`config.mk`:
```
export PLATFORM = sky130hd
export DESIGN_NAME = dram_mux_ctl
export DESIGN_NICKNAME = d
export VERILOG_FILES = /design/src/rtl/dram_mux_pkg.sv /design/src/rtl/dram_rfsh_ctr.sv /design/src/rtl/dram_cyc_seq.sv /design/src/rtl/dram_pin_drv.sv /design/src/rtl/dram_mux_ctl.sv
export SDC_FILE = /design/constraint.sdc
export NUM_CORES = 1
export LEC_CHECK = 0
export ABC_AREA = 1
export BUFFER_PORTS_ARGS = -buffer_cell sky130_fd_sc_hd__buf_2
export CAP_MARGIN = 20
export CORE_ASPECT_RATIO = 0.75
export CORE_MARGIN = 4
export CORE_UTILIZATION = 55
export CTS_CLUSTER_SIZE = 20
export DETAILED_ROUTE_END_ITERATION = 8
export PLACE_DENSITY = 0.9
export SLEW_MARGIN = 20
export SYNTH_ARGS = -nofsm -noshare
export SYNTH_HDL_FRONTEND = slang
export SYNTH_HIERARCHICAL = 1
export SYNTH_SLANG_ARGS = --single-unit
```
`constraint.sdc`:
```
create_clock -name clk -period 1.6 [get_ports clk]
set_input_delay 0.16 -clock clk [delete_from_list [all_inputs] [get_ports clk]]
set_output_delay 0.16 -clock clk [all_outputs]
set_load 0.005 [all_outputs]
```
`src/rtl/dram_mux_pkg.sv`:
```
package dram_mux_pkg;

    typedef enum logic [2:0] {
        ST_IDLE,
        ST_T1,
        ST_T2,
        ST_TW,
        ST_T3,
        ST_T4
    } bus_st_e;

    typedef enum logic [1:0] {
        CK_READ,
        CK_WRITE,
        CK_RFSH
    } cyc_kind_e;

endpackage

```
`src/rtl/dram_rfsh_ctr.sv`:
```
module dram_rfsh_ctr #(
    parameter int MA_W = 9
) (
    input  logic            clk,
    input  logic            rst_n,
    input  logic            step,
    output logic [MA_W-1:0] row
);

    logic [MA_W-1:0] row_d, row_q;

    always_comb begin
        row_d = row_q;
        if (step) begin
            row_d = row_q + MA_W'(1);
        end
    end

    always_ff @(posedge clk) begin
        if (!rst_n) begin
            row_q <= '0;
        end else begin
            row_q <= row_d;
        end
    end

    assign row = row_q;

endmodule

```
`src/rtl/dram_cyc_seq.sv`:
```
module dram_cyc_seq
    import dram_mux_pkg::*;
#(
    parameter int MA_W       = 9,
    parameter int BANK_W     = 1,
    parameter int WAIT_W     = 2,
    parameter int RFSH_WAITS = 3,
    localparam int ADDR_W    = 2 * MA_W
) (
    input  logic              clk,
    input  logic              rst_n,
    input  logic              acc_valid,
    input  logic              acc_write,
    input  logic [BANK_W-1:0] acc_bank,
    input  logic [ADDR_W-1:0] acc_addr,
    input  logic [WAIT_W-1:0] acc_waits,
    input  logic              rfsh_req,
    input  logic [MA_W-1:0]   rfsh_row,
    output bus_st_e           st,
    output cyc_kind_e         kind,
    output logic [BANK_W-1:0] bank,
    output logic [MA_W-1:0]   row,
    output logic [MA_W-1:0]   col,
    output logic              rfsh_step,
    output logic              acc_ack,
    output logic              ready
);

    localparam int RF_W   = $clog2(RFSH_WAITS + 1);
    localparam int WCNT_W = (WAIT_W > RF_W) ? WAIT_W : RF_W;

    typedef struct packed {
        bus_st_e           st;
        cyc_kind_e         kind;
        logic [BANK_W-1:0] bank;
        logic [MA_W-1:0]   row;
        logic [MA_W-1:0]   col;
        logic [WCNT_W-1:0] wleft;
        logic              rpend;
    } seq_s;

    seq_s seq_d, seq_q;
    logic rfsh_any, take_rf, take_acc, can_take;

    always_comb begin
        seq_d     = seq_q;
        can_take  = (seq_q.st == ST_IDLE) || (seq_q.st == ST_T4);
        rfsh_any  = seq_q.rpend || rfsh_req;
        take_rf   = can_take && rfsh_any;
        take_acc  = can_take && !rfsh_any && acc_valid;

        // Refresh requests are held until served; repeats merge.
        seq_d.rpend = rfsh_any && !take_rf;

        unique case (seq_q.st)
            ST_IDLE: seq_d.st = ST_IDLE;
            ST_T1:   seq_d.st = ST_T2;
            ST_T2:   seq_d.st = (seq_q.wleft == '0) ? ST_T3 : ST_TW;
            ST_TW: begin
                seq_d.wleft = seq_q.wleft - WCNT_W'(1);
                seq_d.st    = (seq_q.wleft == WCNT_W'(1)) ? ST_T3 : ST_TW;
            end
            ST_T3:   seq_d.st = ST_T4;
            ST_T4:   seq_d.st = ST_IDLE;
            default: seq_d.st = ST_IDLE;
        endcase

        if (take_rf) begin
            seq_d.st    = ST_T1;
            seq_d.kind  = CK_RFSH;
            seq_d.row   = rfsh_row;
            seq_d.col   = rfsh_row;
            seq_d.wleft = WCNT_W'(RFSH_WAITS);
        end else if (take_acc) begin
            seq_d.st    = ST_T1;
            seq_d.kind  = acc_write ? CK_WRITE : CK_READ;
            seq_d.bank  = acc_bank;
            seq_d.row   = acc_addr[ADDR_W-1:MA_W];
            seq_d.col   = acc_addr[MA_W-1:0];
            seq_d.wleft = WCNT_W'(acc_waits);
        end
    end

    always_ff @(posedge clk) begin
        if (!rst_n) begin
            seq_q.st    <= ST_IDLE;
            seq_q.kind  <= CK_READ;
            seq_q.bank  <= '0;
            seq_q.row   <= '0;
            seq_q.col   <= '0;
            seq_q.wleft <= '0;
            seq_q.rpend <= 1'b0;
        end else begin
            seq_q <= seq_d;
        end
    end

    assign st        = seq_q.st;
    assign kind      = seq_q.kind;
    assign bank      = seq_q.bank;
    assign row       = seq_q.row;
    assign col       = seq_q.col;
    assign rfsh_step = take_rf;
    assign acc_ack   = take_acc;
    assign ready     = can_take;

endmodule

```
`src/rtl/dram_pin_drv.sv`:
```
module dram_pin_drv
    import dram_mux_pkg::*;
#(
    parameter int MA_W   = 9,
    parameter int BANKS  = 2,
    parameter int BANK_W = 1
) (
    input  bus_st_e           st,
    input  cyc_kind_e         kind,
    input  logic [BANK_W-1:0] bank,
    input  logic [MA_W-1:0]   row,
    input  logic [MA_W-1:0]   col,
    output logic [MA_W-1:0]   dram_a,
    output logic [BANKS-1:0]  ras_n,
    output logic [BANKS-1:0]  cas_n,
    output logic              rd_n,
    output logic              wr_n
);

    logic ras_win, cas_win;

    always_comb begin
        ras_win = (st == ST_T2) || (st == ST_TW) || (st == ST_T3);
        cas_win = (st == ST_TW) || (st == ST_T3);
        unique case (st)
            ST_IDLE: dram_a = '0;
            ST_T1:   dram_a = row;
            default: dram_a = col;
        endcase
        rd_n = !(ras_win && (kind != CK_WRITE));
        wr_n = !(ras_win && (kind == CK_WRITE));
    end

    for (genvar b = 0; b < BANKS; b++) begin : g_bank
        logic hit;
        assign hit      = (kind == CK_RFSH) || (bank == BANK_W'(b));
        assign ras_n[b] = !(ras_win && hit);
        assign cas_n[b] = !(cas_win && hit);
    end

endmodule

```
`src/rtl/dram_mux_ctl.sv`:
```
module dram_mux_ctl
    import dram_mux_pkg::*;
#(
    parameter int MA_W       = 9,
    parameter int BANKS      = 2,
    parameter int WAIT_W     = 2,
    parameter int RFSH_WAITS = 3,
    localparam int BANK_W    = (BANKS > 1) ? $clog2(BANKS) : 1,
    localparam int ADDR_W    = 2 * MA_W
) (
    input  logic              clk,
    input  logic              rst_n,
    input  logic              acc_valid,
    input  logic              acc_write,
    input  logic [BANK_W-1:0] acc_bank,
    input  logic [ADDR_W-1:0] acc_addr,
    input  logic [WAIT_W-1:0] acc_waits,
    input  logic              rfsh_req,
    output logic              acc_ack,
    output logic              ready,
    output logic [MA_W-1:0]   dram_a,
    output logic [BANKS-1:0]  ras_n,
    output logic [BANKS-1:0]  cas_n,
    output logic              rd_n,
    output logic              wr_n
);

    bus_st_e           st;
    cyc_kind_e         kind;
    logic [BANK_W-1:0] cur_bank;
    logic [MA_W-1:0]   cur_row, cur_col, rfsh_row;
    logic              rfsh_step;

    dram_rfsh_ctr #(.MA_W(MA_W)) rfsh_i (
        .clk   (clk),
        .rst_n (rst_n),
        .step  (rfsh_step),
        .row   (rfsh_row)
    );

    dram_cyc_seq #(
        .MA_W       (MA_W),
        .BANK_W     (BANK_W),
        .WAIT_W     (WAIT_W),
        .RFSH_WAITS (RFSH_WAITS)
    ) seq_i (
        .clk       (clk),
        .rst_n     (rst_n),
        .acc_valid (acc_valid),
        .acc_write (acc_write),
        .acc_bank  (acc_bank),
        .acc_addr  (acc_addr),
        .acc_waits (acc_waits),
        .rfsh_req  (rfsh_req),
        .rfsh_row  (rfsh_row),
        .st        (st),
        .kind      (kind),
        .bank      (cur_bank),
        .row       (cur_row),
        .col       (cur_col),
        .rfsh_step (rfsh_step),
        .acc_ack   (acc_ack),
        .ready     (ready)
    );

    dram_pin_drv #(
        .MA_W   (MA_W),
        .BANKS  (BANKS),
        .BANK_W (BANK_W)
    ) pins_i (
        .st     (st),
        .kind   (kind),
        .bank   (cur_bank),
        .row    (cur_row),
        .col    (cur_col),
        .dram_a (dram_a),
        .ras_n  (ras_n),
        .cas_n  (cas_n),
        .rd_n   (rd_n),
        .wr_n   (wr_n)
    );

endmodule

```
; ---- Word level (Yosys, flattened, before mapping)
; Cells that the tools add are included.
[word_totals]
register_bits = 36
latchBits = 0
mem_bits_rw = 0
rom_bits = 0
inputBits = 26
output_inout_bits = 17
word_cells = 65
memories = 0
[classes]
add_sub_neg = 2
multipliers = 0
div_mod_pow = 0
n_lt_le_gt_ge = 0
n_eq_ne = 9
shift = 0
muxes = 9
bitwise_logic = 3
reduce_logical = 32
[ops]
columns = cell, n
row1 = $mux 24, 1
row2 = $mux 20, 1
row3 = $pmux 9 s2, 1
row4 = $pmux 3 s4, 1
row5 = $logic_and 1x1->1, 10
row6 = $add 9x1->9 const B, 1
row7 = $mux 3, 3
row8 = $logic_not 1->1, 8
row9 = $logic_or 1x1->1, 7
row10 = $eq 3x2->1 const B, 2
row11 = $eq 3x3->1 const B, 2
row12 = $eq 2x1->1 const B, 2
row13 = $eq 3x1->1 const B, 1
row14 = $logic_not 3->1, 1
row15 = $not 1->1, 3
row16 = $reduce_bool 3->1, 1
row17 = $reduce_or 3->1, 1
row18 = $eq 2x2->1 const B, 1
row19 = $logic_not 2->1, 1
row20 = $mux 2, 1
row21 = $ne 2x1->1 const B, 1
row22 = $reduce_and 2->1, 1
row23 = $reduce_bool 2->1, 1
row24 = $reduce_or 2->1, 1
row25 = 2 further kinds, 2

; ---- Logic depth before layout (Yosys ltp)
; Gate-level depths: netlist (run 1).
[logic_depth]
word_depth = 6
mapped_depth = 10
mapped_depth_nobuf = 10

; ---- Cells and area by module
; The synthesis (run 1) kept the hierarchy.
[by_module_without_submodules]
columns = mod, instances, cells_per_inst, area_each_um2, seq_area_each_um2
row1 = dram_cyc_seq, 1, 213, 1492.7, 540.5
row2 = dram_rfsh_ctr, 1, 59, 436.7, 180.2
row3 = dram_pin_drv, 1, 51, 220.2, 0.0

; ---- Worst setup path after synthesis (run 1)
; OpenSTA, ideal clock, no wires.
[synth_timing]
path_type = register to register
startpoint = register seq_i/st[0] (netlist name)
endpoint = register rfsh_i.row_q[8] (netlist: rfsh_i/row[8])
setup_time_ns = 0.110
arrival_ns = 1.315
required_time_ns = 1.490
setup_slack_ns = 0.175
stages_incl_launch_ff = 10
n_path_buf = 0
synth_period_minus_slack_ns = 1.425
cell_sequence = dfxtp_1 -> inv_1 -> nand2_1 -> nand3_2 -> nor2_4 -> nand2_2 -> nor2_4 -> nand4_1 -> nand2_1 -> nor2_1
[synth_between]
elab_chain_cells = 3
word_cells_on_any_way = 4
cone_classes = 1 x eq/ne / 3 x reduce/logical
[synth_lines]
columns = item, line
row1 = $eq 3x3->1 or $logic_not 3->1 (tied branches), dram_cyc_seq.sv:47  ; can_take = (seq_q.st == ST_IDLE) || (seq_q.st == ST_T4);
row2 = $logic_or 1x1->1 (*), dram_cyc_seq.sv:47
row3 = $logic_and 1x1->1 (*), dram_cyc_seq.sv:49  ; take_rf = can_take && rfsh_any;
row4 = via rfsh_step, dram_mux_ctl.sv:32  ; logic rfsh_step;
row5 = end signal: assignment, dram_rfsh_ctr.sv:23  ; row_q <= row_d;
row6 = end: declaration, dram_rfsh_ctr.sv:10  ; logic [MA_W-1:0] row_d, row_q;
; Mark *: on every way through the listed nets, which the timed path passes. The rest lies on a longest branch.
; A chain may end at the register's enable or synchronous reset.

; ---- Worst setup path in the final report (run 1)
[layout_timing]
startpoint = register seq_i/st[1] (netlist name)
endpoint = output dram_a[2]
[layout_between]
elab_chain_cells = 2
word_cells_on_any_way = 3
cone_classes = 1 x eq/ne / 1 x mux / 1 x reduce/logical
[layout_lines]
columns = item, line
row1 = $eq 3x1->1 or $logic_not 3->1 (tied branches), dram_pin_drv.sv:25  ; unique case (st)
row2 = $pmux 9 s2 (*), dram_pin_drv.sv:25
row3 = end: declaration, dram_mux_ctl.sv:21  ; output logic [MA_W-1:0] dram_a,
; Mark *: on every way between the ends. The rest lies on a longest branch, timed or not.

==> flow_summary.ini, run 1 <==
[run_status]
status = finished clean

[drt]
drc = 0
dr_wl_met3_um = 362
drt_iter0_markers = 192
vias = 2054
highest_layer = met4
routed-wl-met2_mm = 2.17
wl_met1_mm = 2.26
drt-vias-per-instance = 5.07
drtAntennaViolNets = 0
wl_per_cell_um = 12.1
drt_first_pass_iters = 4
routed_wl_mm = 4.89

[timing]
fin_crit_ns = 1.51
slew_viol_final = 0
layout_setup_ws_ns = 0.0851
finalHoldViolations = 0
period_share = 0.947
worst_pin_slew_ns = 0.466
setup_viol = 0
rsz0062_at_grt = false
fmax_mhz = 660
timing.slew.headroom = 0.690
setup-tns-final_ns = 0
skew_ns = 0.00320

[die]
core_area_um2 = 3710
die_h_um = 62.1
initial_utilization = 0.580
die-width_um = 80.2
die_area_um2 = 4980
io-pin-count = 43
core.rowCount = 19

[clock_tree]
cts_tree = yes
cts_sinks = 36
cts_hold_buf = 0
cts_buffer_depth = 2
path_clk_slew_ns = 0.07
cts_max_level = 2
clk_latency_ns = 0.29
cts_root_buffer = clkbuf_8
cts_buffers = 5

[synthesis]
synth_compound_gate_area_share = 0.0565
synth_area_um2 = 2150
synthMuxAreaShare = 0
synth_largest_area_cell = dfxtp_1
synth_warnings = 6
ys_top_cells_by_area = dfxtp_1, nand2_1, nand3_1
synth_top_family_by_area = simple AND/OR/NAND/NOR gates
ys_ff_latch = 36
yosys.area_share.simple = 0.425
syn_avg_cell_area_um2 = 6.65
seq_area_frac_synth = 0.335
synthAdderAreaFrac = 0.0175
synth_top_area_frac = 0.335
synthCells = 323
synth_cell_types = 30
synth_nets = 352
yosys.area_share.xor_xnor = 0.00407

[power]
power_density_nw_per_um2 = 943
leakage_nw = 1.24
peakVddDrop_uv = 511

[worst_setup_path]
worstSetupPathType = reg -> out
critPathRequiredTime_ns = 1.44
endpoint_kind = primary output
critPathArrivalTime_ns = 1.35
crit_path_start_kind = flop
crit_fanout = 9

[placement]
portBuffers = 42
post-dp-hpwl_mm = 3.52
place_ws_ns = 0.113
gp_congestion = 0.999

[worst_hold_path]
worst_hold_path_type = in -> reg

[global_route]
grt_pass1_wl_mm = 8.17
grt_max_degree = 27
grt_usage = 0.203
grt_pass1_vias = 1804
gr-total-overflow = 0
antenna_found_initial = 0

[cells_and_area]
n_fill_cell = 337
drive_gt1_frac = 0.227
syn_to_final_growth_pct = 11.8
diodes = 0
nets = 382

[flow_run]
drv_cap = 0
## flip-flops by register name, summed over array words and instances, names as in the netlist
name / flops
seq_i/kind: 2
seq_i/col: 9
seq_i/seq_q: 3
rfsh_i/row: 9
seq_i/st: 3
seq_i/row: 9
seq_i/bank: 1
## placed cells by master, fill, tap and decap left out, types with 3 or more instances in the layout
cell      instances
buf_4             9
a21oi_1          10
dfxtp_1          34
nor2_4            4
nor2_1           14
ha_1              3
buf_2            42
clkbuf_8          7
nand2_1         119
nand3_2           3
nand3_1          41
and2_1           10
inv_1            28
o21ai_0           4
## cell type report
class / count / area, um2 / area share
clock buffer: 7 / 96.3 / 0.0401
timing repair buffer: 53 / 309 / 0.129
multi-input combinational: 225 / 1080 / 0.450
inverter: 32 / 128 / 0.0531
tap: 52 / 65.1 / 0.0271
sequential: 36 / 723 / 0.301
## stage by stage
stage               utilization  area, um2  power [mW]  hold slack [ns]  std cells
finish                    0.648       2400        2.27            0.119        405
detailed placement        0.610       2260        1.56            0.427        395
floorplan                     -       2150        1.45            0.281        323
CTS                       0.645       2390        2.26            0.126        405
global route              0.648       2400        2.39            0.143        405
global placement          0.610       2260        1.54            0.423        395
## where the power goes
group / switching, mW / internal, mW / total, mW
Clock: 0.307 / 0.383 / 0.690
Combinational: 0.344 / 0.217 / 0.560
Sequential: 0.0517 / 0.964 / 1.02
## cells in the mapped netlist
| library cell | number |
|---|---|
| or2_0 | 1 |
| nand4_1 | 2 |
| buf_6 | 2 |
| a21oi_2 | 1 |
| o21a_1 | 2 |
| inv_2 | 3 |
| and2_1 | 10 |
| buf_4 | 25 |
| a31oi_1 | 1 |
| nor2_4 | 4 |
| dfxtp_1 | 36 |
| nand2_4 | 2 |
| inv_4 | 1 |
| nor2_2 | 1 |
| a21oi_1 | 10 |
| ha_1 | 3 |
| buf_2 | 2 |
| nand3b_1 | 1 |
| nand3_1 | 41 |
| nand3_2 | 3 |
| o21ai_4 | 1 |
| xnor2_1 | 1 |
| nor3_1 | 1 |
| nand2_1 | 119 |
| nand2_2 | 2 |
| clkbuf_1 | 1 |
| inv_1 | 28 |
| o21ai_0 | 4 |
| nor2_1 | 14 |
| o21ai_1 | 1 |
## final timing paths
path / startpoint / end / slack, ns / cells after the start
worst min-delay path: acc_write / seq_i/kind[0] / 0.12 / 3
worst max register to register: seq_i/st[0] / rfsh_i/row[8] / 0.18 / 9
worst min register to register: seq_i/col[0] / seq_i/col[0] / 0.46 / 2
worst max-delay path: seq_i/st[1] / dram_a[2] / 0.09 / 7
## cells by family (layout without fill, tap and decap cells)
logic type,Yosys count,after routing
AO/OA/AOI/OAI,20,20
AND/OR/NAND/NOR,201,201
adder cells (fa/ha/maj),3,3
XOR/XNOR,1,1
buffers and inverters,62,92
flip-flops,36,36
## per-layer routing
metal,vias up,track usage
met5,-,0
met4,0,0.0570
met3,10,0.0477
met2,78,0.305
met1,923,0.288
li1,1043,-
## repair_timing
action                     4_1_cts  5_1_grt
setup endpoints to repair       10       11
gates resized for setup          1        4
pin swaps                        1        0
setup buffers                    3        0
## critical path, cell delays in order, from the launching register on
cell and delay (ns):
dfxtp_1 0.39, buf_6 0.15, nor2_4 0.05, buf_12 0.12, inv_4 0.10, nand2_1 0.06, nand2_1 0.08, buf_2 0.11
Power figures use the tool's default switching activity.
==> run 2: changes to the inputs <==
--- a/config.mk
+++ b/config.mk
@@ -6,14 +6,14 @@
 export NUM_CORES = 1
 export LEC_CHECK = 0
 export ABC_AREA = 1
-export BUFFER_PORTS_ARGS = -buffer_cell sky130_fd_sc_hd__buf_2
 export CAP_MARGIN = 20
 export CORE_ASPECT_RATIO = 0.75
 export CORE_MARGIN = 4
 export CORE_UTILIZATION = 55
 export CTS_CLUSTER_SIZE = 20
 export DETAILED_ROUTE_END_ITERATION = 8
-export PLACE_DENSITY = 0.9
+export DONT_BUFFER_PORTS = 1
+export PLACE_DENSITY = 0.8
 export SLEW_MARGIN = 20
 export SYNTH_ARGS = -nofsm -noshare
 export SYNTH_HDL_FRONTEND = slang
==> flow_summary.ini, run 2 (synthesis results as in run 1) <==
[timing]
fin_hold_ws_ns = 0.0119
timing.slew.headroom = 0.635
finalHoldViolations = 0
slew_viol_final = 0
fmax_mhz = 663
skew_ns = 0.00724
fin_crit_ns = 1.51
worst_pin_slew_ns = 0.546
period_share = 0.943
setup_viol = 0

[worst_setup_path]
startpoint = seq_i/st[1]
crit_slowest_cell = dfxtp_1
endpoint_kind = primary output
crit_path_start_kind = flop
max_stage_delay_ns = 0.35
worstSetupPathType = reg -> out
critPathRequiredTime_ns = 1.44
crit_chain = buf_4 > nor2_4 > inv_4 > nand2_1 > nand2_1
crit_fanout = 10
regToRegStartpoint = seq_i/st[0]
crit_top_cell = nand2_1
critPathArrivalTime_ns = 1.35

[power]
total_power_mw = 2.31
peakVddDrop_uv = 589
power_density_nw_per_um2 = 1030
leakage_nw = 1.10

[die]
core_area_um2 = 3710
initial_utilization = 0.580
die_h_um = 62.1
io-pin-count = 43
die-width_um = 80.2
die_area_um2 = 4980
core.rowCount = 19

[global_route]
gr-total-overflow = 0
grt_max_degree = 20
antenna_found_initial = 0
grt_usage = 0.203
grt_pass1_vias = 1679
grt_pass1_wl_mm = 8.02

[placement]
post-dp-hpwl_mm = 3.47
gp_congestion = 0.852
placed_cell_area_um2 = 2060
post-place-cells = 354
portBuffers = 0

[drt]
drtAntennaViolNets = 0
drt-vias-per-instance = 5.13
routed_wl_mm = 4.98
drc = 0
wl_per_cell_um = 13.5
drt_first_pass_iters = 4
drt_iter0_markers = 99
vias = 1889

[cells_and_area]
drive_gt1_frac = 0.127
n_fill_cell = 343
diodes = 0
top_regs = rfsh_i/row (9), seq_i/col (9), seq_i/row (9)
seqCellArea_um2 = 726
final_cells = 368
layout_commonest_cell = nand2_1
syn_to_final_growth_pct = 4.02
layout_common_cells = nand2_1, nand3_1, dfxtp_1
nets = 344
postLayoutCoreUtil = 0.603
multi_input_comb_area_um2 = 1090
stdcell_area_um2 = 2240

[clock_tree]
cts_sinks = 36
cts_root_buffer = clkbuf_8
cts_buffer_depth = 2
path_clk_slew_ns = 0.07
clk_latency_ns = 0.28
cts_tree = yes
cts_buffers = 5
cts_max_level = 2

[run_status]
status = finished clean

[flow_run]
drv_cap = 0

[worst_hold_path]
hold_start = rst_n
worst_hold_path_type = in -> reg
-- run 2: cell count changes in the layout (fill, tap and decap cells not counted), sizes merged --
| cell | before | now |
|---|---|---|
| clkinv | 0 | 1 |
| buf | 53 | 12 |
| clkbuf | 7 | 6 |
| bufinv | 0 | 1 |
| dlygate4sd3 | 0 | 3 |
-- run 2: what timing repair did --
item	in CTS	in global routing
endpoints found under the hold margin	13	3
buffers inserted	0	3
gates cloned	0	0
pin swaps	0	2
endpoints found under the setup margin	1	23
hold buffers	2	1
resized for setup	1	6
-- run 2: stage by stage --
stage	TNS, ns	setup WS, ns
final	0	0.0907
after floorplan	0	0.175
after detailed placement	0	0.103
after global placement	0	0.175
after global routing	-0.0182	-0.0182
after CTS	0	0.0244
-- run 2: critical path, delay by kind of cell, from the launching register on --
| kind | cells | cell delay (ns) |
|---|---|---|
| and+or+nand+nor | 3 | 0.41 |
| buffers and inverters | 2 | 0.30 |
| DFF | 1 | 0.35 |
-- run 2: metal layers --
metal	up-vias	routed length [um]	GRT usage
met3	6	539	0.0607
li1	973	-	-
met1	822	2290	0.285
met5	-	0	0
met4	0	54	0.0612
met2	88	2100	0.296
-- run 2: cell type report --
| cell class | instances | area share |
|---|---|---|
| multi-input cells | 225 | 0.487 |
| clock buffers | 6 | 0.0325 |
| flip-flops and latches | 36 | 0.325 |
| inverters | 32 | 0.0571 |
| repair buffers | 15 | 0.0537 |
| well taps | 52 | 0.0291 |
| clock inverters | 2 | 0.0157 |
-- run 2: worst paths after layout --
kind / to / slack [ns] / cells after the start
max reg2reg: seq_i/col[1] / 0.13 / 9
max: dram_a[2] / 0.09 / 5
min reg2reg: seq_i/row[3] / 0.45 / 2
min: seq_i/seq_q[1] / 0.01 / 2
-- run 2: report_power, final --
group / switching [mW] / internal [mW]
clock: 0.311 / 0.462
combinational: 0.332 / 0.187
sequential: 0.0495 / 0.964
total: 0.692 / 1.61
